===== src/rtl/lpr_pkg.sv =====
package lpr_pkg;

   // Kind of access as seen by the locality-table update path.
   typedef enum logic [1:0] {
      KIND_FILL     = 2'd0,
      KIND_HIT_TOP  = 2'd1,
      KIND_HIT_DEEP = 2'd2
   } lpr_kind_e;

   // True when v is a power of two and at least two.
   function automatic bit pow2_ok(input int v);
      return (v >= 2) && ((v & (v - 1)) == 0);
   endfunction

endpackage


===== src/rtl/lpr_rank_update.sv =====
// Moves one way to rank 0 and ages every way that was more recent than it.
module lpr_rank_update #(
   parameter int WAYS  = 4,
   parameter int WAY_W = $clog2(WAYS)
)(
   input  logic [WAYS-1:0][WAY_W-1:0] rank_i,
   input  logic [WAY_W-1:0]           touch_i,
   output logic [WAYS-1:0][WAY_W-1:0] rank_o
);
   logic [WAY_W-1:0] touch_rank;
   assign touch_rank = rank_i[touch_i];

   for (genvar w = 0; w < WAYS; w++) begin : g_way
      always_comb begin
         if (WAY_W'(w) == touch_i) begin
            rank_o[w] = '0;
         end else if (rank_i[w] < touch_rank) begin
            rank_o[w] = rank_i[w] + WAY_W'(1);
         end else begin
            rank_o[w] = rank_i[w];
         end
      end
   end
endmodule


===== src/rtl/lpr_victim_pick.sv =====
// Chooses the way to refill on a miss.
module lpr_victim_pick #(
   parameter int WAYS        = 4,
   parameter bit LOCALITY_EN = 1'b1,
   parameter int WAY_W       = $clog2(WAYS)
)(
   input  logic [WAYS-1:0]            valid_i,
   input  logic [WAYS-1:0]            temp_i,
   input  logic [WAYS-1:0][WAY_W-1:0] rank_i,
   output logic [WAY_W-1:0]           victim_o
);
   logic             inv_found;
   logic [WAY_W-1:0] inv_way;
   logic [WAY_W-1:0] lru_way;

   // lowest-numbered invalid way
   always_comb begin
      inv_found = 1'b0;
      inv_way   = '0;
      for (int w = WAYS - 1; w >= 0; w--) begin
         if (!valid_i[w]) begin
            inv_found = 1'b1;
            inv_way   = WAY_W'(w);
         end
      end
   end

   // way holding the oldest rank
   always_comb begin
      lru_way = '0;
      for (int w = 0; w < WAYS; w++) begin
         if (rank_i[w] == WAY_W'(WAYS - 1)) lru_way = WAY_W'(w);
      end
   end

   if (LOCALITY_EN) begin : g_locality
      logic             cold_found;
      logic [WAY_W-1:0] cold_way;

      // walk ranks from newest to oldest; the last cold way seen is the oldest
      always_comb begin
         cold_found = 1'b0;
         cold_way   = '0;
         for (int p = 0; p < WAYS; p++) begin
            for (int w = 0; w < WAYS; w++) begin
               if (rank_i[w] == WAY_W'(p) && !temp_i[w]) begin
                  cold_found = 1'b1;
                  cold_way   = WAY_W'(w);
               end
            end
         end
      end

      always_comb begin
         if (inv_found)       victim_o = inv_way;
         else if (cold_found) victim_o = cold_way;
         else                 victim_o = lru_way;
      end
   end else begin : g_plain
      logic unused_temp;
      assign unused_temp = ^temp_i;

      always_comb begin
         if (inv_found) victim_o = inv_way;
         else           victim_o = lru_way;
      end
   end
endmodule


===== src/rtl/lpr_loc_table.sv =====
// One-bit-per-entry locality predictor, read combinationally, written at the edge.
module lpr_loc_table #(
   parameter int ENTRIES = 64,
   parameter int IDX_W   = $clog2(ENTRIES)
)(
   input  logic             clk,
   input  logic             rst_n,
   input  logic [IDX_W-1:0] rd_idx,
   output logic             rd_bit,
   input  logic             wr_en,
   input  logic [IDX_W-1:0] wr_idx,
   input  logic             wr_bit
);
   logic [ENTRIES-1:0] bits_q;

   assign rd_bit = bits_q[rd_idx];

   always_ff @(posedge clk) begin
      if (!rst_n) begin
         bits_q <= '0;
      end else if (wr_en) begin
         bits_q[wr_idx] <= wr_bit;
      end
   end
endmodule


===== src/rtl/lpr_ctrl.sv =====
module lpr_ctrl
   import lpr_pkg::*;
#(
   parameter int WAYS        = 4,
   parameter int SETS        = 16,
   parameter int TAG_W       = 20,
   parameter int PC_W        = 32,
   parameter int LT_ENTRIES  = 64,
   parameter int PC_LSB      = 2,
   parameter bit LOCALITY_EN = 1'b1
)(
   input  logic                    clk,
   input  logic                    rst_n,
   input  logic                    req_valid,
   output logic                    req_ready,
   input  logic [$clog2(SETS)-1:0] req_set,
   input  logic [TAG_W-1:0]        req_tag,
   input  logic [PC_W-1:0]         req_pc,
   output logic                    rsp_valid,
   output logic                    rsp_hit,
   output logic [$clog2(WAYS)-1:0] rsp_hit_way,
   output logic [$clog2(WAYS)-1:0] rsp_victim_way
);
   localparam int WAY_W    = $clog2(WAYS);
   localparam int SET_W    = $clog2(SETS);
   localparam int LT_IDX_W = $clog2(LT_ENTRIES);
   localparam int PC_TOP   = PC_LSB + LT_IDX_W;

   // ---------------- elaboration checks ----------------
   if (!pow2_ok(WAYS)) begin : g_bad_ways
      $error("lpr_ctrl: WAYS must be a power of two, at least 2");
   end
   if (!pow2_ok(SETS)) begin : g_bad_sets
      $error("lpr_ctrl: SETS must be a power of two, at least 2");
   end
   if (!pow2_ok(LT_ENTRIES)) begin : g_bad_lt
      $error("lpr_ctrl: LT_ENTRIES must be a power of two, at least 2");
   end
   if (PC_LSB < 1 || PC_TOP >= PC_W) begin : g_bad_pc
      $error("lpr_ctrl: PC index field must lie strictly inside the PC");
   end
   if (TAG_W < 1) begin : g_bad_tag
      $error("lpr_ctrl: TAG_W must be positive");
   end

   // ---------------- per-line state ----------------
   logic                valid_q [SETS][WAYS];
   logic [TAG_W-1:0]    tag_q   [SETS][WAYS];
   logic [LT_IDX_W-1:0] pct_q   [SETS][WAYS];
   logic                temp_q  [SETS][WAYS];
   logic [WAY_W-1:0]    rank_q  [SETS][WAYS];

   // ---------------- addressed-set view ----------------
   logic [WAYS-1:0]                sel_valid;
   logic [WAYS-1:0]                sel_temp;
   logic [WAYS-1:0]                match;
   logic [WAYS-1:0][WAY_W-1:0]     sel_rank;
   logic [WAYS-1:0][LT_IDX_W-1:0]  sel_pct;

   for (genvar w = 0; w < WAYS; w++) begin : g_sel
      assign sel_valid[w] = valid_q[req_set][w];
      assign sel_temp[w]  = temp_q[req_set][w];
      assign sel_rank[w]  = rank_q[req_set][w];
      assign sel_pct[w]   = pct_q[req_set][w];
      assign match[w]     = valid_q[req_set][w] && (tag_q[req_set][w] == req_tag);
   end

   logic                fire;
   logic                hit_any;
   logic [WAY_W-1:0]    hit_way;
   logic [WAY_W-1:0]    victim_way;
   logic [WAY_W-1:0]    touch_way;
   logic [LT_IDX_W-1:0] pc_idx;
   logic                unused_pc_bits;
   lpr_kind_e           kind;

   assign req_ready      = 1'b1;
   assign fire           = req_valid && req_ready;
   assign pc_idx         = req_pc[PC_LSB +: LT_IDX_W];
   assign unused_pc_bits = ^{req_pc[PC_W-1:PC_TOP], req_pc[PC_LSB-1:0]};
   assign hit_any        = |match;

   always_comb begin
      hit_way = '0;
      for (int w = 0; w < WAYS; w++) begin
         if (match[w]) hit_way = WAY_W'(w);
      end
   end

   always_comb begin
      if (!hit_any)                   kind = KIND_FILL;
      else if (sel_rank[hit_way] == '0) kind = KIND_HIT_TOP;
      else                            kind = KIND_HIT_DEEP;
   end

   // ---------------- victim selection ----------------
   lpr_victim_pick #(
      .WAYS        (WAYS),
      .LOCALITY_EN (LOCALITY_EN),
      .WAY_W       (WAY_W)
   ) u_pick (
      .valid_i  (sel_valid),
      .temp_i   (sel_temp),
      .rank_i   (sel_rank),
      .victim_o (victim_way)
   );

   assign touch_way = hit_any ? hit_way : victim_way;

   // ---------------- recency update ----------------
   logic [WAYS-1:0][WAY_W-1:0] rank_new;

   lpr_rank_update #(
      .WAYS  (WAYS),
      .WAY_W (WAY_W)
   ) u_rank (
      .rank_i  (sel_rank),
      .touch_i (touch_way),
      .rank_o  (rank_new)
   );

   // ---------------- locality table ----------------
   logic                lt_rd_bit;
   logic                lt_wr_en;
   logic [LT_IDX_W-1:0] lt_wr_idx;
   logic                lt_wr_bit;

   assign lt_wr_en  = fire && (kind != KIND_FILL);
   assign lt_wr_idx = sel_pct[hit_way];
   assign lt_wr_bit = (kind == KIND_HIT_DEEP);

   lpr_loc_table #(
      .ENTRIES (LT_ENTRIES),
      .IDX_W   (LT_IDX_W)
   ) u_table (
      .clk    (clk),
      .rst_n  (rst_n),
      .rd_idx (pc_idx),
      .rd_bit (lt_rd_bit),
      .wr_en  (lt_wr_en),
      .wr_idx (lt_wr_idx),
      .wr_bit (lt_wr_bit)
   );

   // ---------------- state and result registers ----------------
   always_ff @(posedge clk) begin
      if (!rst_n) begin
         for (int s = 0; s < SETS; s++) begin
            for (int w = 0; w < WAYS; w++) begin
               valid_q[s][w] <= 1'b0;
               tag_q[s][w]   <= '0;
               pct_q[s][w]   <= '0;
               temp_q[s][w]  <= 1'b0;
               rank_q[s][w]  <= WAY_W'(w);
            end
         end
         rsp_valid      <= 1'b0;
         rsp_hit        <= 1'b0;
         rsp_hit_way    <= '0;
         rsp_victim_way <= '0;
      end else begin
         rsp_valid <= fire;
         if (fire) begin
            valid_q[req_set][touch_way] <= 1'b1;
            tag_q[req_set][touch_way]   <= req_tag;
            pct_q[req_set][touch_way]   <= pc_idx;
            temp_q[req_set][touch_way]  <= lt_rd_bit;
            for (int w = 0; w < WAYS; w++) begin
               rank_q[req_set][w] <= rank_new[w];
            end
            rsp_hit        <= hit_any;
            rsp_hit_way    <= hit_any ? hit_way : '0;
            rsp_victim_way <= hit_any ? '0 : victim_way;
         end
      end
   end

endmodule


===== config.mk =====
export PLATFORM = sky130hd
export DESIGN_NAME = lpr_ctrl
export DESIGN_NICKNAME = d
export VERILOG_FILES = /design/src/rtl/lpr_pkg.sv /design/src/rtl/lpr_rank_update.sv /design/src/rtl/lpr_victim_pick.sv /design/src/rtl/lpr_loc_table.sv /design/src/rtl/lpr_ctrl.sv
export SDC_FILE = /design/constraint.sdc
export NUM_CORES = 2
export LEC_CHECK = 0
export ABC_AREA = 1
export ABC_CLOCK_PERIOD_IN_PS = 10090
export BUFFER_PORTS_ARGS = -buffer_cell sky130_fd_sc_hd__buf_4
export CAP_MARGIN = 20
export CORE_ASPECT_RATIO = 1.5
export CORE_MARGIN = 2
export CORE_UTILIZATION = 50
export CTS_BUF_LIST = sky130_fd_sc_hd__clkbuf_16
export DETAILED_ROUTE_END_ITERATION = 10
export GPL_TIMING_DRIVEN = 1
export PLACE_DENSITY = 0.76
export RECOVER_POWER = 100
export SLEW_MARGIN = 20
export SYNTH_ARGS = -nofsm -noshare
export SYNTH_HDL_FRONTEND = slang
export SYNTH_SLANG_ARGS = --single-unit

===== constraint.sdc =====
create_clock -name clk -period 10.09 [get_ports clk]
set_clock_uncertainty 0.05 [all_clocks]
set_input_delay 1.5135 -clock clk [delete_from_list [all_inputs] [get_ports clk]]
set_output_delay 1.5135 -clock clk [all_outputs]
set_load 0.005 [all_outputs]

==> impl_metrics.env <==
export IMPL_grt_pass1_wl_um=388000
export IMPL_setup_ws_ns=1.18
export IMPL_clock_tree_from_tritoncts="done"
export IMPL_clk_insertion_delay_late_ns=0.86
export IMPL_antenna_violating_nets_post_route=0
export IMPL_routedWlPerCell_um=27.1
export IMPL_ctsRootBufferMaster="sky130_fd_sc_hd__clkbuf_16"
export IMPL_timing_rr_start="tag_q[0][14]$_SDFFCE_PN0P_"
export IMPL_drtPass1Iterations=8
export IMPL_core_um2=171000
export IMPL_timing_critical_path_cells="buf_4 -> nand2_8 -> inv_8 -> buf_4 -> a22oi_1 -> a21oi_1 -> or2_0 -> nor3_1 -> o21ai_0 -> nor2_1 -> nor3b_1 -> nand3_1 -> inv_1 -> a21oi_4 -> nand2_2 -> nor2_1 -> clkbuf_1 -> nand2_1 -> clkbuf_1 -> nand2_1 -> clkbuf_1"
export IMPL_vdd_ir_drop_max_v=0.000201
export IMPL_min_tclk_post_route_ns=8.91
export IMPL_critPathCaptureType="register"
export IMPL_grt_start_max_net_pins=139
export IMPL_syn_area_um2=86100
export IMPL_worst_path_max_fanout=115
export IMPL_slew_headroom=-1.33
export IMPL_port_buffer_count=38
export IMPL_final_common_cell="sky130_fd_sc_hd__nor2_1"
export IMPL_path_delay_family="buffers and inverters"
export IMPL_fin_area_um2=93100
export IMPL_worst_endpoint_arrival_ns=9.30
export IMPL_power_leakage_nw=34.2
export IMPL_layout_cells_most_common_list="sky130_fd_sc_hd__nor2_1 (2023), sky130_fd_sc_hd__edfxtp_1 (1855), sky130_fd_sc_hd__nand2_1 (911), sky130_fd_sc_hd__a22oi_1 (905), sky130_fd_sc_hd__a21oi_1 (361)"
export IMPL_critical_path_class="in -> reg"
export IMPL_drv_slew=2090
export IMPL_initial_utilization=0.503
export IMPL_globalplace_congestion=0.937
export IMPL_number_of_antenna_violations_at_the_first_check_in_global_routing=12
export IMPL_startpoint_kind_of_the_worst_setup_timing_path="primary input"
export IMPL_required_ns=10.48
export IMPL_postSynthCellCount=7742
export IMPL_routed_via_density=6.37
export IMPL_die_area_um2=176000
export IMPL_timing_hold_worst_class="reg -> reg"
export IMPL_drt_first_iter_violations=9260
export IMPL_global_route_usage_total=0.299
export IMPL_critical_path_n_buffers_inverters=7
export IMPL_cp_slowest_cell="sky130_fd_sc_hd__clkbuf_1"
export IMPL_synth_edff_count=1855
export IMPL_preCtsSetupSlack_ns=1.68
export IMPL_status="complete, but fails checks"
export IMPL_final_fill_count=14200
export IMPL_mappedNetlistNets=7821
export IMPL_dieHeight_um=512
export IMPL_rows=186
export IMPL_fin_tns_setup_ns=0
export IMPL_design_final_nets=7570
export IMPL_failed_checks="max-capacitance violations, max-slew violations"
export IMPL_setup_viol_count_final=0
export IMPL_syn_to_final_growth_pct=8.08
export IMPL_max_slew_worst_pin_slew_ns=3.49
export IMPL_ctsHoldBuffers=0
export IMPL_rsz0062_at_grt="false"
export IMPL_async_reset_ff_frac=0
export IMPL_seq_area_frac_synth=0.678
export IMPL_multiInputGateArea_um2=23800
export IMPL_placement_cell_area_um2=88100
export IMPL_chipWidth_um=343
export IMPL_yosysWarningCount=0
export IMPL_post_cts_resized_instances=0
export IMPL_cts_max_level=4
export IMPL_buffer_levels_on_the_longest_clock_path=3
export IMPL_hold_start="valid_q[8][0]$_DFF_P_"
export IMPL_clock_sinks=1990
export IMPL_grt_overflow=0
export IMPL_startpoint="req_set[0]"
export IMPL_yosysUniqueCellTypes=52
export IMPL_synth_avg_cell_area_um2=11.1
export IMPL_drt_drc_violations_left=0
export IMPL_fmax_mhz=112
export IMPL_finish_utilization=0.543
export IMPL_fin_crit_sh=0.883
export IMPL_totalWireLength_um=268000
export IMPL_power_density_nw_per_um2=184
export IMPL_drive_above_1_share=0.0752
export IMPL_dpl_hpwl_um=162000
export IMPL_ys_dominant_reg_cell="sky130_fd_sc_hd__edfxtp_1"
export IMPL_cts_setup_buffers=0
export IMPL_ys_seq_elements=1990
export IMPL_worst_path_most_repeated_cell="sky130_fd_sc_hd__clkbuf_1"
export IMPL_via_count_of_the_first_global_routing_pass=61000
export IMPL_sequential_cell_area_um2=58400
export IMPL_report_final_hold_viol_count=0
export IMPL_ioPinCount=66
export IMPL_cpPeakStageDelay_ns=1.31
export IMPL_design_power_total_w=0.0172
export IMPL_numCtsBuffers=173
export IMPL_maxCapViolations=74
export IMPL_number_of_vias_in_the_routed_layout=63000
export IMPL_clkTransAtPathRegs_ns=0.07
final timing paths:
kind / end / slack, ns / cells after the start
min: valid_q[8][0]$_DFF_P_ / 0.43 / 2
max: tag_q[2][65]$_SDFFCE_PN0P_ / 1.18 / 21
max reg2reg: tag_q[2][65]$_SDFFCE_PN0P_ / 2.99 / 17
min reg2reg: valid_q[8][0]$_DFF_P_ / 0.43 / 2
synthesized netlist by cell type, types with 4 or more instances:
library cell	number	area [um^2]
sky130_fd_sc_hd__a21oi_1	361	1810
sky130_fd_sc_hd__a22oi_1	905	6790
sky130_fd_sc_hd__buf_1	72	270
sky130_fd_sc_hd__buf_2	216	1080
sky130_fd_sc_hd__buf_4	20	150
sky130_fd_sc_hd__buf_6	22	248
sky130_fd_sc_hd__clkbuf_1	379	1420
sky130_fd_sc_hd__clkinv_1	4	15.0
sky130_fd_sc_hd__dfxtp_1	135	2700
sky130_fd_sc_hd__edfxtp_1	1855	55700
sky130_fd_sc_hd__ha_1	20	250
sky130_fd_sc_hd__inv_1	159	597
sky130_fd_sc_hd__inv_2	19	71.3
sky130_fd_sc_hd__nand2_1	910	3420
sky130_fd_sc_hd__nand2_2	6	37.5
sky130_fd_sc_hd__nand3_1	107	536
sky130_fd_sc_hd__nand3_2	10	100
sky130_fd_sc_hd__nand3b_1	4	30.0
sky130_fd_sc_hd__nand4_1	71	444
sky130_fd_sc_hd__nor2_1	2015	7560
sky130_fd_sc_hd__nor2_2	10	62.6
sky130_fd_sc_hd__nor2_4	7	78.8
sky130_fd_sc_hd__nor3_1	29	145
sky130_fd_sc_hd__nor3_2	8	80.1
sky130_fd_sc_hd__nor3b_1	4	30.0
sky130_fd_sc_hd__nor4_1	32	200
sky130_fd_sc_hd__o211ai_1	10	75.1
sky130_fd_sc_hd__o21ai_0	141	706
sky130_fd_sc_hd__o21ai_1	12	60.1
sky130_fd_sc_hd__o22ai_1	52	325
sky130_fd_sc_hd__or2_0	12	75.1
sky130_fd_sc_hd__or2_1	14	87.6
sky130_fd_sc_hd__or2_2	64	400
sky130_fd_sc_hd__or4_1	4	30.0
sky130_fd_sc_hd__xor2_1	27	236
flip-flops by register name (all words and copies together), names as in the netlist:
name / cells
temp_q: 64
tag_q: 1280
rsp_victim_way: 2
rsp_valid: 1
rsp_hit: 1
rsp_hit_way: 2
u_table.bits_q: 64
rank_q: 128
valid_q: 64
pct_q: 384
where the power goes:
group | total, W | switching, W | internal, W
logic | 0.00137 | 0.00107 | 0.000300
registers | 0.00935 | 0.0000831 | 0.00927
clock network | 0.00643 | 0.00302 | 0.00341
worst min-delay path: cells and delay by family (launching register included):
family                 cells  cell delay, ns
buffers and inverters      1            0.05
AOI/OAI and AO/OA          1            0.07
DFF                        1            0.30
through the flow:
stage               cells  hold slack, ns
floorplan            7742           0.396
CTS                  9885           0.431
global route         9889           0.449
finish               9891           0.428
detailed placement   9570           0.416
global placement     9569           0.409
cell families after synthesis:
logic type | count (synthesis) | share of synthesized area
other | 1 | 0.0000435
buffers and inverters | 893 | 0.0449
DFF | 1990 | 0.678
adders and majority gates | 20 | 0.00291
and+or+nand+nor | 3319 | 0.157
xor gates and xnor gates | 27 | 0.00275
AOI/OAI and AO/OA | 1492 | 0.115
final cells by class:
type,count,share of cell area
inverter,184,0.00763
antenna,4,0.000108
clock buffer,180,0.0484
tap,2256,0.0303
sequential,1990,0.627
multi-input combinational,4859,0.255
clock inverter,135,0.00940
timing repair buffer,283,0.0213
metal layers:
layer | up-vias | GRT usage | part of all wire
met4 | 10 | 0.224 | 0.086
li1 | 26800 | - | -
met3 | 958 | 0.0631 | 0.11
met2 | 4486 | 0.485 | 0.48
met1 | 30800 | 0.347 | 0.32
met5 | - | 0 | 0.00042
Note: power is estimated with default switching activity, not from simulation.
